File: config.mk
export PLATFORM = sky130hd
export DESIGN_NAME = fault_supervisor
export DESIGN_NICKNAME = d
export VERILOG_FILES = /design/src/rtl/sup_pkg.sv /design/src/rtl/level_qualifier.sv /design/src/rtl/thermal_latch.sv /design/src/rtl/fault_supervisor.sv
export SDC_FILE = /design/constraint.sdc
export NUM_CORES = 1
export LEC_CHECK = 0
export BUFFER_PORTS_ARGS = -buffer_cell sky130_fd_sc_hd__buf_4
export CAP_MARGIN = 20
export CELL_PAD_IN_SITES_DETAIL_PLACEMENT = 1
export CELL_PAD_IN_SITES_GLOBAL_PLACEMENT = 1
export CORE_ASPECT_RATIO = 1.2
export CORE_MARGIN = 3
export CORE_UTILIZATION = 43
export DETAILED_ROUTE_END_ITERATION = 8
export GPL_TIMING_DRIVEN = 1
export PLACE_DENSITY = 0.95
export SLEW_MARGIN = 10
export SYNTH_ARGS = -nofsm -noshare
export SYNTH_HDL_FRONTEND = slang
export SYNTH_SLANG_ARGS = --single-unit
File: constraint.sdc
create_clock -name clk -period 4.9 [get_ports clk]
set_input_delay 0.49 -clock clk [delete_from_list [all_inputs] [get_ports clk]]
set_output_delay 0.49 -clock clk [all_outputs]
set_load 0.05 [all_outputs]
File: src/rtl/sup_pkg.sv
package sup_pkg;

    typedef enum logic [1:0] {
        GR_LOW  = 2'd0,
        GR_MID  = 2'd1,
        GR_HIGH = 2'd2
    } grade_e;

    localparam int unsigned IN_RISE_MV = 2450;
    localparam int unsigned IN_FALL_MV = 2350;
    localparam int unsigned HOT_ENTER_C = 155;
    localparam int unsigned HOT_EXIT_C  = 125;

    function automatic grade_e map_grade(input logic [1:0] code);
        grade_e g;
        case (code)
            2'd0:    g = GR_LOW;
            2'd1:    g = GR_MID;
            default: g = GR_HIGH;
        endcase
        return g;
    endfunction

    function automatic int unsigned rise_mv(input grade_e g);
        int unsigned v;
        case (g)
            GR_LOW:  v = 4400;
            GR_MID:  v = 7300;
            default: v = 11300;
        endcase
        return v;
    endfunction

    function automatic int unsigned fall_mv(input grade_e g);
        return rise_mv(g) - 200;
    endfunction

endpackage

File: src/rtl/level_qualifier.sv
module level_qualifier #(
    parameter int unsigned W      = 16,
    parameter int unsigned SETTLE = 2800
) (
    input  logic         clk,
    input  logic         rst_n,
    input  logic [W-1:0] level,
    input  logic [W-1:0] rise_th,
    input  logic [W-1:0] fall_th,
    output logic         good
);
    localparam int unsigned CW = $clog2(SETTLE + 1);
    localparam logic [CW-1:0] CNT_MAX = CW'(SETTLE);

    typedef struct packed {
        logic          ok;
        logic [CW-1:0] cnt;
    } qual_t;

    qual_t st_d, st_q;

    always_comb begin
        st_d = st_q;
        if (!st_q.ok && (level > rise_th)) begin
            st_d.ok = 1'b1;
        end else if (st_q.ok && (level < fall_th)) begin
            st_d.ok = 1'b0;
        end
        if (!st_q.ok) begin
            st_d.cnt = '0;
        end else if (st_q.cnt != CNT_MAX) begin
            st_d.cnt = st_q.cnt + 1'b1;
        end
        if (!st_d.ok) begin
            st_d.cnt = '0;
        end
    end

    always_ff @(posedge clk) begin
        if (!rst_n) begin
            st_q <= '0;
        end else begin
            st_q <= st_d;
        end
    end

    assign good = st_q.ok && (st_q.cnt == CNT_MAX);
endmodule

File: src/rtl/thermal_latch.sv
module thermal_latch #(
    parameter int unsigned TW    = 8,
    parameter int unsigned ENTER = 155,
    parameter int unsigned EXIT  = 125
) (
    input  logic          clk,
    input  logic          rst_n,
    input  logic [TW-1:0] temp,
    output logic          hot
);
    localparam logic [TW-1:0] ENTER_T = TW'(ENTER);
    localparam logic [TW-1:0] EXIT_T  = TW'(EXIT);

    typedef struct packed {
        logic hot;
    } th_t;

    th_t st_d, st_q;

    always_comb begin
        st_d = st_q;
        if (!st_q.hot && (temp > ENTER_T)) begin
            st_d.hot = 1'b1;
        end else if (st_q.hot && (temp < EXIT_T)) begin
            st_d.hot = 1'b0;
        end
    end

    always_ff @(posedge clk) begin
        if (!rst_n) begin
            st_q <= '0;
        end else begin
            st_q <= st_d;
        end
    end

    assign hot = st_q.hot;
endmodule

File: src/rtl/fault_supervisor.sv
module fault_supervisor
    import sup_pkg::*;
#(
    parameter int unsigned VW         = 16,
    parameter int unsigned TW         = 8,
    parameter int unsigned SETTLE_CYC = 2800
) (
    input  logic          clk,
    input  logic          rst_n,
    input  logic [1:0]    grade_sel,
    input  logic [VW-1:0] vin_mv,
    input  logic [VW-1:0] va_mv,
    input  logic [VW-1:0] vb_mv,
    input  logic [TW-1:0] temp_c,
    output logic          in_good,
    output logic          en_a,
    output logic          en_b,
    output logic          over_temp
);
    localparam int unsigned NCH = 2;

    typedef struct packed {
        grade_e grade;
    } cfg_t;

    cfg_t cfg_d, cfg_q;
    logic [VW-1:0] out_rise, out_fall;
    logic [VW-1:0] ch_level [NCH];
    logic [NCH-1:0] ch_good;
    logic hot;

    always_comb begin
        cfg_d = cfg_q;
        if (!rst_n) begin
            cfg_d.grade = map_grade(grade_sel);
        end
    end

    always_ff @(posedge clk) begin
        cfg_q <= cfg_d;
    end

    always_comb begin
        out_rise = VW'(rise_mv(cfg_q.grade));
        out_fall = VW'(fall_mv(cfg_q.grade));
    end

    level_qualifier #(.W(VW), .SETTLE(SETTLE_CYC)) u_in_q (
        .clk(clk), .rst_n(rst_n), .level(vin_mv),
        .rise_th(VW'(IN_RISE_MV)), .fall_th(VW'(IN_FALL_MV)),
        .good(in_good)
    );

    assign ch_level[0] = va_mv;
    assign ch_level[1] = vb_mv;

    for (genvar c = 0; c < NCH; c++) begin : g_ch
        level_qualifier #(.W(VW), .SETTLE(SETTLE_CYC)) u_ch_q (
            .clk(clk), .rst_n(rst_n), .level(ch_level[c]),
            .rise_th(out_rise), .fall_th(out_fall),
            .good(ch_good[c])
        );
    end

    thermal_latch #(.TW(TW), .ENTER(HOT_ENTER_C), .EXIT(HOT_EXIT_C)) u_hot (
        .clk(clk), .rst_n(rst_n), .temp(temp_c), .hot(hot)
    );

    assign over_temp = hot;
    assign en_a = in_good && ch_good[0] && !hot;
    assign en_b = in_good && ch_good[1] && !hot;
endmodule

==> out/metrics.yaml <==
required_ns: 5.08
grt_overflow: 0
worst-path-buf-inv: 1
min_period_ns: 3.03
port_buffers: 63
reg2reg_from: "cfg_q[1]$_DFFE_PN_"
internal_power_mw: 0.636
fin_crit_sh: 0.618
ys_seq_area_frac: 0.308
seq_power_share: 0.429
drt-total-wl_um: 8080
ys_ff_latch: 42
grt_start_max_net_pins: 15
multi_input_area_um2: 1790
grt_pass1_vias: 2876
power_switching_mw: 0.222
crit_type: "flop to flop"
slowest_delay_ns: 0.57
drive_above_1_share: 0.209
die_w_um: 79.6
synth_cell_types: 53
detail-route-antenna-nets: 0
fmax_ghz: 0.330
placed_cells: 467
async_flop_share: 0
nFillCells: 738
io_pins: 64
gp_congestion: 0.772
yosys_warnings: 0
dieArea_um2: 7500
vias_per_cell: 5.59
cts.sinks: 42
final_max_slew_viol_count: 0
cts_tree: "yes"
syn_nets: 418
powerDensity_nw_per_um2: 249
sw_frac_of_total: 0.258
vias: 2656
outcome: "complete, no violations"
area_growth_pct: 23.3
hold_buffers: 0
nets: 480
p_leak_nw: 1.34
synth_edf_count: 2
hold_path.startpoint: "grade_sel[1]"
start_kind: "flop"
clock_latency_ns: 0.30
synthCells: 330
worst_clock_skew_ns: 0.0123
cts_root_buf: "clkbuf_8"
finalHoldViolCount: 0
min_path_type: "input port to flop"
synth_ff_type: "dfxtp_1"
post-route-util: 0.558
combPwrFrac: 0.184
postCtsSetupBuffers: 0
critPathTopFamily: "simple AND/OR/NAND/NOR gates"
clk_pin_slew_ns: 0.09
fin_tns_setup_ns: 0
antenna_found_initial: 0
instances_no_fill: 475
dp_hpwl_um: 6490
end_kind: "flop"
cts-resized-gates: 0
fp.dieH_um: 94.3
crit_arrival_ns: 3.21
drc_errors: 0
wl_per_cell_um: 17.0
clock_power_share: 0.386
relSlewSlack: 0.362
drv_cap: 0
cts_buffer_depth: 2
rsz0062_at_grt: "false"
grt_pass1_wl_um: 13300
grt_util_all_layers: 0.223
avgSynthCellArea_um2: 8.46
critPathSlowestCell: "edfxtp_1"
peakVddDrop_v: 0.000149
finalSetupViolCount: 0
crit_chain: "nor2_2, inv_1, ha_1, or4bb_1, or4_1, nor4_1, o41ai_1"
antennaDiodeCount: 0
drtPass1Iterations: 4
crit_start: "cfg_q[1]$_DFFE_PN_"
syn_area_um2: 2790
first_iter_violations: 146
register_area_um2: 861
htree_num_levels: 2
initial_core_util: 0.453
path_max_fanout: 12
core_area_um2: 6170
numCtsBuffers: 5
worst-slew-pin-transition_ns: 0.952
rows: 31
-- metal layers --
| metal | wire length (um) | vias up | global-route usage |
|---|---|---|---|
| li1 | - | 1291 | - |
| met1 | 3010 | 1285 | 0.236 |
| met2 | 4540 | 61 | 0.435 |
| met3 | 336 | 19 | 0.0441 |
| met4 | 181 | 0 | 0.0645 |
| met5 | 0 | - | 0 |
-- cells in the final DEF, fill, tap and decap left out, drive strengths merged, types with 10 or more instances in the layout --
master and count:
xnor2 17, nor3 10, xor2 19, dfxtp 40, ha 28, nand2 20, nor2 54, a21oi 14
nand3 18, inv 20, buf 63, nand4 12
-- Yosys cell counts (2+ instances only) --
master	number	area, um^2
dlygate4sd1_1	2	17.5
a21oi_1	14	70.1
edfxtp_1	2	60.1
nor3_2	2	20.0
o41ai_1	3	26.3
xnor2_1	17	149
ha_1	28	350
nand3_1	18	90.1
xor2_1	19	166
nand2b_1	3	18.8
clkbuf_1	2	7.51
nor2_1	53	199
buf_6	3	33.8
and3_1	5	31.3
nor4_1	8	50.1
nand2_1	20	75.1
nor3_1	8	40.0
nand4_1	12	75.1
inv_1	20	75.1
maj3_1	2	20.0
o21ai_0	5	25.0
nor4b_1	2	17.5
o31ai_1	3	22.5
a31oi_4	2	42.5
a211oi_1	2	15.0
nand4b_1	5	43.8
nor2b_1	4	25.0
maj3_2	2	22.5
dfxtp_1	40	801
-- metrics by stage --
stage / total power [mW] / hold slack, ns / cell area (um^2) / setup WS (ns)
5_1_grt: 0.901 / 0.373 / 3440 / 1.65
3_5_place_dp: 0.534 / 0.475 / 3300 / 1.87
2_1_floorplan: 0.464 / 0.446 / 2790 / 1.65
3_3_place_gp: 0.521 / 0.470 / 3300 / 2.01
4_1_cts: 0.864 / 0.378 / 3440 / 1.86
6_report: 0.857 / 0.383 / 3440 / 1.87
-- area by class of cell --
cell class,instances,share of cell area
clock buffer,5,0.0200
tap,82,0.0298
clock inverter,3,0.0200
multi-input combinational,260,0.521
timing repair buffer,63,0.137
sequential,42,0.250
inverter,20,0.0218
-- worst paths after layout --
path	endpoint	slack, ns	cells after the start
max reg2reg	g_ch[1].u_ch_q.st_q[12]$_SDFF_PN0_	1.87	7
min	cfg_q[1]$_DFFE_PN_	0.38	1
min reg2reg	u_in_q.st_q[12]$_SDFF_PN0_	0.49	1
max	g_ch[1].u_ch_q.st_q[12]$_SDFF_PN0_	1.87	7
-- flip-flops by register name (all words and copies together) (netlist names) --
signal and cells:
g_ch.u_ch_q.st_q 26, u_in_q.st_q 13, cfg_q 2, u_hot.hot 1
-- power groups by stage --
stage	sequential (mW)	combinational [mW]	clock, mW
6_report	0.368	0.158	0.331
3_3_place_gp	0.375	0.146	0
5_1_grt	0.370	0.177	0.353
4_1_cts	0.368	0.160	0.337
3_5_place_dp	0.376	0.159	0
2_1_floorplan	0.373	0.0907	0
-- cells by family after synthesis --
| family | count (synthesis) | synth area share |
|---|---|---|
| flops | 42 | 0.308 |
| compound gates | 39 | 0.103 |
| mux | 2 | 0.00762 |
| simple gates | 151 | 0.278 |
| xor+xnor | 36 | 0.113 |
| fa+ha+maj | 32 | 0.141 |
| buf+inv | 28 | 0.0497 |
Note: power is estimated with default switching activity, not from simulation.
